--- src/rtl/rsz_pkg.sv ---
`timescale 1ns/1ps
package rsz_pkg;
  typedef enum logic {
    SHRINK_ONE = 1'b0,
    SHRINK_FIT = 1'b1
  } shrink_mode_e;
endpackage

--- src/rtl/rsz_occupancy.sv ---
`timescale 1ns/1ps
module rsz_occupancy #(
  parameter int PART_ENTRIES = 8,
  parameter int NUM_PARTS    = 8,
  parameter int OCC_W        = 7
) (
  input  logic [NUM_PARTS*PART_ENTRIES-1:0] entry_valid,
  input  logic [NUM_PARTS-1:0]              part_en,
  output logic [OCC_W-1:0]                  occ
);
  localparam int PC_W = $clog2(PART_ENTRIES + 1);

  logic [PC_W-1:0] gated [NUM_PARTS];

  for (genvar p = 0; p < NUM_PARTS; p++) begin : g_part
    logic [PC_W-1:0] cnt;
    always_comb begin
      cnt = '0;
      for (int j = 0; j < PART_ENTRIES; j++)
        cnt = cnt + PC_W'(entry_valid[p*PART_ENTRIES + j]);
    end
    assign gated[p] = part_en[p] ? cnt : '0;
  end

  always_comb begin
    occ = '0;
    for (int p = 0; p < NUM_PARTS; p++)
      occ = occ + OCC_W'(gated[p]);
  end
endmodule

--- src/rtl/rsz_window.sv ---
`timescale 1ns/1ps
module rsz_window #(
  parameter int LG2_MAX = 16,
  parameter int LGW     = 5
) (
  input  logic           clk,
  input  logic           rst_n,
  input  logic [LGW-1:0] cfg_sample_lg2,
  input  logic [LGW-1:0] cfg_update_lg2,
  input  logic           restart,
  output logic           sample_tick,
  output logic           window_end
);
  localparam int CNT_W = LG2_MAX;
  localparam logic [CNT_W-1:0] ONES   = '1;
  localparam logic [LGW-1:0]   CNT_LG = LGW'(CNT_W);

  logic [CNT_W-1:0] cyc;
  logic [CNT_W-1:0] smask, umask;

  always_comb begin
    smask       = ONES >> (CNT_LG - cfg_sample_lg2);
    umask       = ONES >> (CNT_LG - cfg_update_lg2);
    sample_tick = (cyc & smask) == smask;
    window_end  = (cyc == umask);
  end

  always_ff @(posedge clk or negedge rst_n) begin
    if (!rst_n)       cyc <= '0;
    else if (restart) cyc <= '0;
    else              cyc <= cyc + CNT_W'(1);
  end

  AST_RESTART_FULL_WINDOW: assert property (@(posedge clk) disable iff (!rst_n)
    (restart && cfg_update_lg2 != '0) |=> !window_end);
  AST_END_IS_SAMPLE: assert property (@(posedge clk) disable iff (!rst_n)
    (window_end && cfg_sample_lg2 <= cfg_update_lg2) |-> sample_tick);
endmodule

--- src/rtl/rsz_accum.sv ---
`timescale 1ns/1ps
module rsz_accum #(
  parameter int ACC_W   = 23,
  parameter int OCC_W   = 7,
  parameter int STALL_W = 17
) (
  input  logic               clk,
  input  logic               rst_n,
  input  logic               sample_tick,
  input  logic [OCC_W-1:0]   occ,
  input  logic               stall_in,
  input  logic [STALL_W-1:0] stall_limit,
  input  logic               clear,
  output logic [ACC_W-1:0]   sum_total,
  output logic               stall_hit
);
  logic [ACC_W-1:0]   acc;
  logic [STALL_W-1:0] stall_cnt;
  logic [STALL_W:0]   cnt_inc;

  always_comb begin
    sum_total = acc + (sample_tick ? ACC_W'(occ) : '0);
    cnt_inc   = {1'b0, stall_cnt} + {{STALL_W{1'b0}}, 1'b1};
    stall_hit = stall_in && (cnt_inc >= {1'b0, stall_limit});
  end

  always_ff @(posedge clk or negedge rst_n) begin
    if (!rst_n) begin
      acc       <= '0;
      stall_cnt <= '0;
    end else if (clear) begin
      acc       <= '0;
      stall_cnt <= '0;
    end else begin
      acc       <= sum_total;
      stall_cnt <= stall_cnt + STALL_W'(stall_in);
    end
  end

  AST_STALL_COUNT_STEP: assert property (@(posedge clk) disable iff (!rst_n)
    (!clear && !stall_in) |=> $stable(stall_cnt));
endmodule

--- src/rtl/rsz_size_ctrl.sv ---
`timescale 1ns/1ps
module rsz_size_ctrl
  import rsz_pkg::*;
#(
  parameter int PART_ENTRIES = 8,
  parameter int NUM_PARTS    = 8,
  parameter int PARTS_W      = 4,
  parameter int ACC_W        = 23,
  parameter int LGW          = 5
) (
  input  logic               clk,
  input  logic               rst_n,
  input  logic               cfg_aggressive,
  input  logic [LGW-1:0]     avg_shift,
  input  logic [ACC_W-1:0]   sum_total,
  input  logic               window_end,
  input  logic               stall_hit,
  output logic               restart,
  output logic [PARTS_W-1:0] cur_parts,
  output logic [NUM_PARTS-1:0] part_en
);
  shrink_mode_e       mode;
  logic [ACC_W-1:0]   avg, cur_entries, diff, drop;
  logic [PARTS_W-1:0] shrunk, grown, nxt;

  always_comb begin
    mode        = shrink_mode_e'(cfg_aggressive);
    avg         = sum_total >> avg_shift;
    cur_entries = ACC_W'(cur_parts) * ACC_W'(PART_ENTRIES);
    diff        = (cur_entries > avg) ? cur_entries - avg : '0;
    if (mode == SHRINK_FIT)
      drop = diff / ACC_W'(PART_ENTRIES);
    else
      drop = (diff >= ACC_W'(PART_ENTRIES)) ? ACC_W'(1) : '0;
    if (drop >= ACC_W'(cur_parts)) shrunk = PARTS_W'(1);
    else                           shrunk = cur_parts - PARTS_W'(drop);
    grown = (cur_parts >= PARTS_W'(NUM_PARTS)) ? cur_parts : cur_parts + PARTS_W'(1);
    if (stall_hit)       nxt = grown;
    else if (window_end) nxt = shrunk;
    else                 nxt = cur_parts;
    restart = stall_hit | window_end;
  end

  always_ff @(posedge clk or negedge rst_n) begin
    if (!rst_n) cur_parts <= PARTS_W'(NUM_PARTS);
    else        cur_parts <= nxt;
  end

  for (genvar p = 0; p < NUM_PARTS; p++) begin : g_en
    assign part_en[p] = (PARTS_W'(p) < cur_parts);
  end

  AST_SIZE_RANGE: assert property (@(posedge clk) disable iff (!rst_n)
    (cur_parts >= PARTS_W'(1)) && (cur_parts <= PARTS_W'(NUM_PARTS)));
  AST_HOLD_BETWEEN: assert property (@(posedge clk) disable iff (!rst_n)
    (!window_end && !stall_hit) |=> $stable(cur_parts));
  AST_GROW_ONE: assert property (@(posedge clk) disable iff (!rst_n)
    (stall_hit && cur_parts < PARTS_W'(NUM_PARTS)) |=> cur_parts == $past(cur_parts) + PARTS_W'(1));
  AST_GROW_CAP: assert property (@(posedge clk) disable iff (!rst_n)
    (stall_hit && cur_parts == PARTS_W'(NUM_PARTS)) |=> cur_parts == PARTS_W'(NUM_PARTS));
  AST_CONS_SINGLE: assert property (@(posedge clk) disable iff (!rst_n)
    (window_end && !stall_hit && !cfg_aggressive) |=>
      (cur_parts == $past(cur_parts) || cur_parts == $past(cur_parts) - PARTS_W'(1)));
  AST_SHRINK_ONLY: assert property (@(posedge clk) disable iff (!rst_n)
    (window_end && !stall_hit) |=> cur_parts <= $past(cur_parts));
endmodule

--- src/rtl/iq_resize_ctrl.sv ---
`timescale 1ns/1ps
module iq_resize_ctrl #(
  parameter int PART_ENTRIES = 8,
  parameter int NUM_PARTS    = 8,
  parameter int LG2_MAX      = 16
) (
  input  logic                                  clk,
  input  logic                                  rst_n,
  input  logic [NUM_PARTS*PART_ENTRIES-1:0]     entry_valid,
  input  logic                                  dispatch_stall,
  input  logic                                  cfg_aggressive,
  input  logic [$clog2(LG2_MAX+1)-1:0]          cfg_sample_lg2,
  input  logic [$clog2(LG2_MAX+1)-1:0]          cfg_update_lg2,
  input  logic [LG2_MAX:0]                      cfg_stall_limit,
  output logic [NUM_PARTS-1:0]                  part_en,
  output logic [$clog2(NUM_PARTS+1)-1:0]        cur_parts
);
  localparam int ENTRIES = NUM_PARTS * PART_ENTRIES;
  localparam int OCC_W   = $clog2(ENTRIES + 1);
  localparam int PARTS_W = $clog2(NUM_PARTS + 1);
  localparam int LGW     = $clog2(LG2_MAX + 1);
  localparam int ACC_W   = LG2_MAX + OCC_W;
  localparam int STALL_W = LG2_MAX + 1;

  logic [OCC_W-1:0] occ;
  logic             sample_tick, window_end, restart, stall_hit;
  logic [ACC_W-1:0] sum_total;
  logic [LGW-1:0]   avg_shift;

  assign avg_shift = cfg_update_lg2 - cfg_sample_lg2;

  rsz_occupancy #(.PART_ENTRIES(PART_ENTRIES), .NUM_PARTS(NUM_PARTS), .OCC_W(OCC_W)) u_occ (
    .entry_valid (entry_valid),
    .part_en     (part_en),
    .occ         (occ)
  );

  rsz_window #(.LG2_MAX(LG2_MAX), .LGW(LGW)) u_win (
    .clk            (clk),
    .rst_n          (rst_n),
    .cfg_sample_lg2 (cfg_sample_lg2),
    .cfg_update_lg2 (cfg_update_lg2),
    .restart        (restart),
    .sample_tick    (sample_tick),
    .window_end     (window_end)
  );

  rsz_accum #(.ACC_W(ACC_W), .OCC_W(OCC_W), .STALL_W(STALL_W)) u_acc (
    .clk         (clk),
    .rst_n       (rst_n),
    .sample_tick (sample_tick),
    .occ         (occ),
    .stall_in    (dispatch_stall),
    .stall_limit (cfg_stall_limit),
    .clear       (restart),
    .sum_total   (sum_total),
    .stall_hit   (stall_hit)
  );

  rsz_size_ctrl #(
    .PART_ENTRIES(PART_ENTRIES), .NUM_PARTS(NUM_PARTS), .PARTS_W(PARTS_W),
    .ACC_W(ACC_W), .LGW(LGW)
  ) u_size (
    .clk            (clk),
    .rst_n          (rst_n),
    .cfg_aggressive (cfg_aggressive),
    .avg_shift      (avg_shift),
    .sum_total      (sum_total),
    .window_end     (window_end),
    .stall_hit      (stall_hit),
    .restart        (restart),
    .cur_parts      (cur_parts),
    .part_en        (part_en)
  );

  AST_MASK_CONTIG: assert property (@(posedge clk) disable iff (!rst_n)
    (((part_en >> 1) & ~part_en) == '0) && part_en[0]);
  AST_MASK_COUNT: assert property (@(posedge clk) disable iff (!rst_n)
    $countones(part_en) == int'(cur_parts));
  AST_OCC_BOUND: assert property (@(posedge clk) disable iff (!rst_n)
    int'(occ) <= $countones(part_en) * PART_ENTRIES);
endmodule

--- config.mk ---
export PLATFORM = sky130hd
export DESIGN_NAME = iq_resize_ctrl
export DESIGN_NICKNAME = d
export VERILOG_FILES = /design/src/rtl/rsz_pkg.sv /design/src/rtl/rsz_occupancy.sv /design/src/rtl/rsz_window.sv /design/src/rtl/rsz_accum.sv /design/src/rtl/rsz_size_ctrl.sv /design/src/rtl/iq_resize_ctrl.sv
export SDC_FILE = /design/constraint.sdc
export NUM_CORES = 1
export LEC_CHECK = 0
export ABC_AREA = 1
export BUFFER_PORTS_ARGS = -buffer_cell sky130_fd_sc_hd__buf_2
export CAP_MARGIN = 10
export CORE_MARGIN = 5
export CORE_UTILIZATION = 50
export DETAILED_ROUTE_END_ITERATION = 16
export GPL_ROUTABILITY_DRIVEN = 0
export PLACE_DENSITY = 0.78
export SLEW_MARGIN = 20
export SYNTH_ARGS = -nofsm -noshare
export SYNTH_HDL_FRONTEND = slang
export SYNTH_SLANG_ARGS = --single-unit
--- constraint.sdc ---
create_clock -name clk -period 23 [get_ports clk]
set_clock_uncertainty 0.1 [all_clocks]
set_input_delay 4.6 -clock clk [delete_from_list [all_inputs] [get_ports clk]]
set_output_delay 4.6 -clock clk [all_outputs]
set_load 0.02 [all_outputs]
==> results.md <==
* Status: complete, no violations
* Peak Freq at 64.96 MHz
* Synth Area in Adders at about a quarter
* Slew at the pin with the worst max-slew slack at approximately 1.0 ns
* # diodes at 0
* Netlist cell types at 52
* Vias in the first global route at between 8000 and 9000
* Mapped Cells at 1406
* Flops & latches, synth at 60
* Hold Crit Class: register to register
* Synth warn at 0
* Final net count at around 1700
* Clock Latency Late Sink at 0.34 ns
* Delay-heaviest family, CP: adder cells
* Crit path DAT at between 15 and 20 ns
* Initial antenna violation count at 0
* Hold endpoint: u_win.cyc[0]$_DFF_PN0_
* Antenna viol nets, final at 0
* Fin. Hold Viols at 0
* CORE AREA at between 0.015 and 0.02 mm^2
* Multi-input gate area at about 0.0067 mm^2
* Tmin final at between 15 and 20 ns
* Critical path type: primary input to register
* Register area share after synthesis at 15.95%
* Port bufs at 106
* Final HPWL DP at approximately 19000 um
* Period utilization at around two thirds
* Die area at 0.02169 mm^2
* Congestion Overflow GR at 0
* Worst R2R End: u_size.cur_parts[0]$_DFFE_PN0P_
* Die boundary width at about 150 um
* Overall Global Routing Usage at 21.21%
* Synth area leaders: dfrtp_1 (16%), ha_1 (12%), fa_1 (11%)
* Area grow syn2layout at 10.72%
* Crit end category: register
* Root Driver: clkbuf_16
* 1st-pass router iterations at 5
* RSZ-0062 raised after global routing: no
* Max Cap Viol at 0
* Post-synth EDFFs at 0
* Post-synthesis xor/xnor area fraction at between 6 and 7%
* Syn_area_per_cell at roughly 6.7 um^2
* Post-synth top flop: dfrtp_1
* Reg-to-reg slack, setup at between 10 and 15 ns
* Rel. slew slack at between 30% and 40%
* Worst flop-to-flop path startpoint: u_size.cur_parts[2]$_DFFE_PN0P_
* Share of flip-flops with an asynchronous set or reset at between 90% and 100%
* Area leader, netlist: dfrtp_1
* Post-Synth Simple-Gate Area at 33.96%
* Slew Viols, Final at 0
* Mux cell area share after synthesis at less than 1%
* Crit path launch type: primary input
* Top cells by count, synth: nand2_1 (283), inv_1 (279), nor2_1 (160)
* Largest stage delay, worst path at about 0.54 ns
* Initial Utilization at between 50% and 60%
* H-tree level count at 3
* Main combinational cell family by area after synthesis: simple AND/OR/NAND/NOR gates
* CP dominant cell by count: nand2_1
* Total area of sequential cells at 0.001503 mm^2
* DRT iter0 DRCs at between 600 and 700
* Worst EP required at about 23 ns
* Post-route setup TNS at 0 ns
* Setup Buffers After CTS at 0
* WL per Instance at 12.95 um
* WP buf/inv at 8
* CTS tree: yes
* Crit Path Max Fanout at 6
* Die Span Y at roughly 150 um
* CP max-delay cell: fa_1
* Hold Path Stages at 1
* I/O pin total at roughly 110
* CTS max path bufs at 2
* Synth Area in Compound Gates at 6.628%
* First-pass GRT wire length at around 39000 um
* Synth Net Count at 1649
* Mapped Area at approximately 0.0094 mm^2
* Final setup fails at 0
* Final wirelength at between 20000 and 25000 um
* Layout cells sized above 1 at 13.74%
* Post-CTS sizing at 0
* # DRC at 0
* CTS Buf Count at 9
* Clock-pin slew on the worst setup and hold paths at 0.05 ns
* Worst R2R Path Depth at a little under 60
* Filler instances at about 1800
* Vias at between 8000 and 9000
* Hold-fix buffers at CTS at 0
* Cell with the most instances after synthesis: nand2_1
* # clock sinks at 60
* Via density at 5.154
* Min-delay src: u_win.cyc[0]$_DFF_PN0_
* Row Count at 50
* Maximum number of pins on one net before global-route repair at a little over 60
* Post-synth top area share at 15.67%
layout make-up:
class / count / area share, %
repair buffers: 108 / 5.230
clock buffers: 10 / 2.291
well taps: 234 / 2.807
clock inverters: 6 / 0.4679
inverters: 293 / 10.54
flip-flops and latches: 60 / 14.41
multi-input cells: 1030 / 64.25
how the worst max path moves through the flow:
stage / from / slack, ns / cells past startpoint / end
5_1_grt: entry_valid[8] / 6.79 / 66 / u_size.cur_parts[2]$_DFFE_PN0P_
4_1_cts: entry_valid[8] / 7.65 / 63 / u_size.cur_parts[0]$_DFFE_PN0P_
3_3_place_gp: entry_valid[8] / 7.55 / 60 / u_size.cur_parts[2]$_DFFE_PN0P_
6_report: entry_valid[8] / 7.61 / 64 / u_size.cur_parts[0]$_DFFE_PN0P_
2_1_floorplan: entry_valid[8] / 8.36 / 65 / u_size.cur_parts[0]$_DFFE_PN0P_
3_5_place_dp: entry_valid[8] / 7.37 / 65 / u_size.cur_parts[0]$_DFFE_PN0P_
through the flow:
stage	hold slack [ns]	setup WS, ns	area (um^2)	cells	util [%]
after floorplan	0.3690	8.361	9420	1406	-
after global placement	0.4059	7.548	10140	1725	54.40
after detailed placement	0.4084	7.366	10140	1725	54.40
after CTS	0.4171	7.651	10430	1741	55.95
after global routing	0.4302	6.789	10430	1741	55.95
final	0.4126	7.606	10430	1741	55.95
kinds of logic after synthesis:
family / count (synthesis)
AO/OA/AOI/OAI: 110
AND/OR/NAND/NOR: 706
multiplexers: 1
buffers and inverters: 316
flip-flops: 60
adder cells (fa/ha/maj): 148
XOR/XNOR: 65
layout by cell type, fill, tap and decap left out, types with 5 or more instances in the layout:
cell,n
nor3b_1,7
nand2_1,283
nand4_1,13
nor2_4,6
nand3_2,10
a21oi_1,43
nor2_2,9
o21ai_0,33
nor3_1,25
nand2_2,26
a31oi_1,5
xnor2_1,18
buf_2,106
dfrtp_1,59
fa_1,54
clkbuf_16,9
ha_1,94
inv_2,13
nand3_1,149
o211ai_1,6
xor2_1,43
nor2_1,160
inv_1,279
o21ai_1,7
layer usage:
metal	wire length, um	GRT usage, %	vias up	part of all wire [%]
met5	0	0	-	0
met4	564	7.083	0	2.5
met3	1260	3.516	44	5.6
met2	10240	34.42	266	45
met1	10480	28.87	4075	46
li1	-	-	4588	-
worst reg2reg max path, delay by kind of cell, from the launching register on:
| family | cells | cell delay (ns) |
|---|---|---|
| fa+ha+maj | 9 | 3.69 |
| simple gates | 33 | 3.40 |
| compound gates | 9 | 1.60 |
| flops | 1 | 0.49 |
| buf+inv | 7 | 0.47 |
| xor+xnor | 1 | 0.16 |
flip-flops by register name (all words and copies together) (netlist names):
register,count
u_acc.acc,23
u_acc.stall_cnt,17
u_win.cyc,16
u_size.cur_parts,4
Power is not shown: default switching activity piles up to over one toggle a cycle in this logic, so the estimate is an artifact.
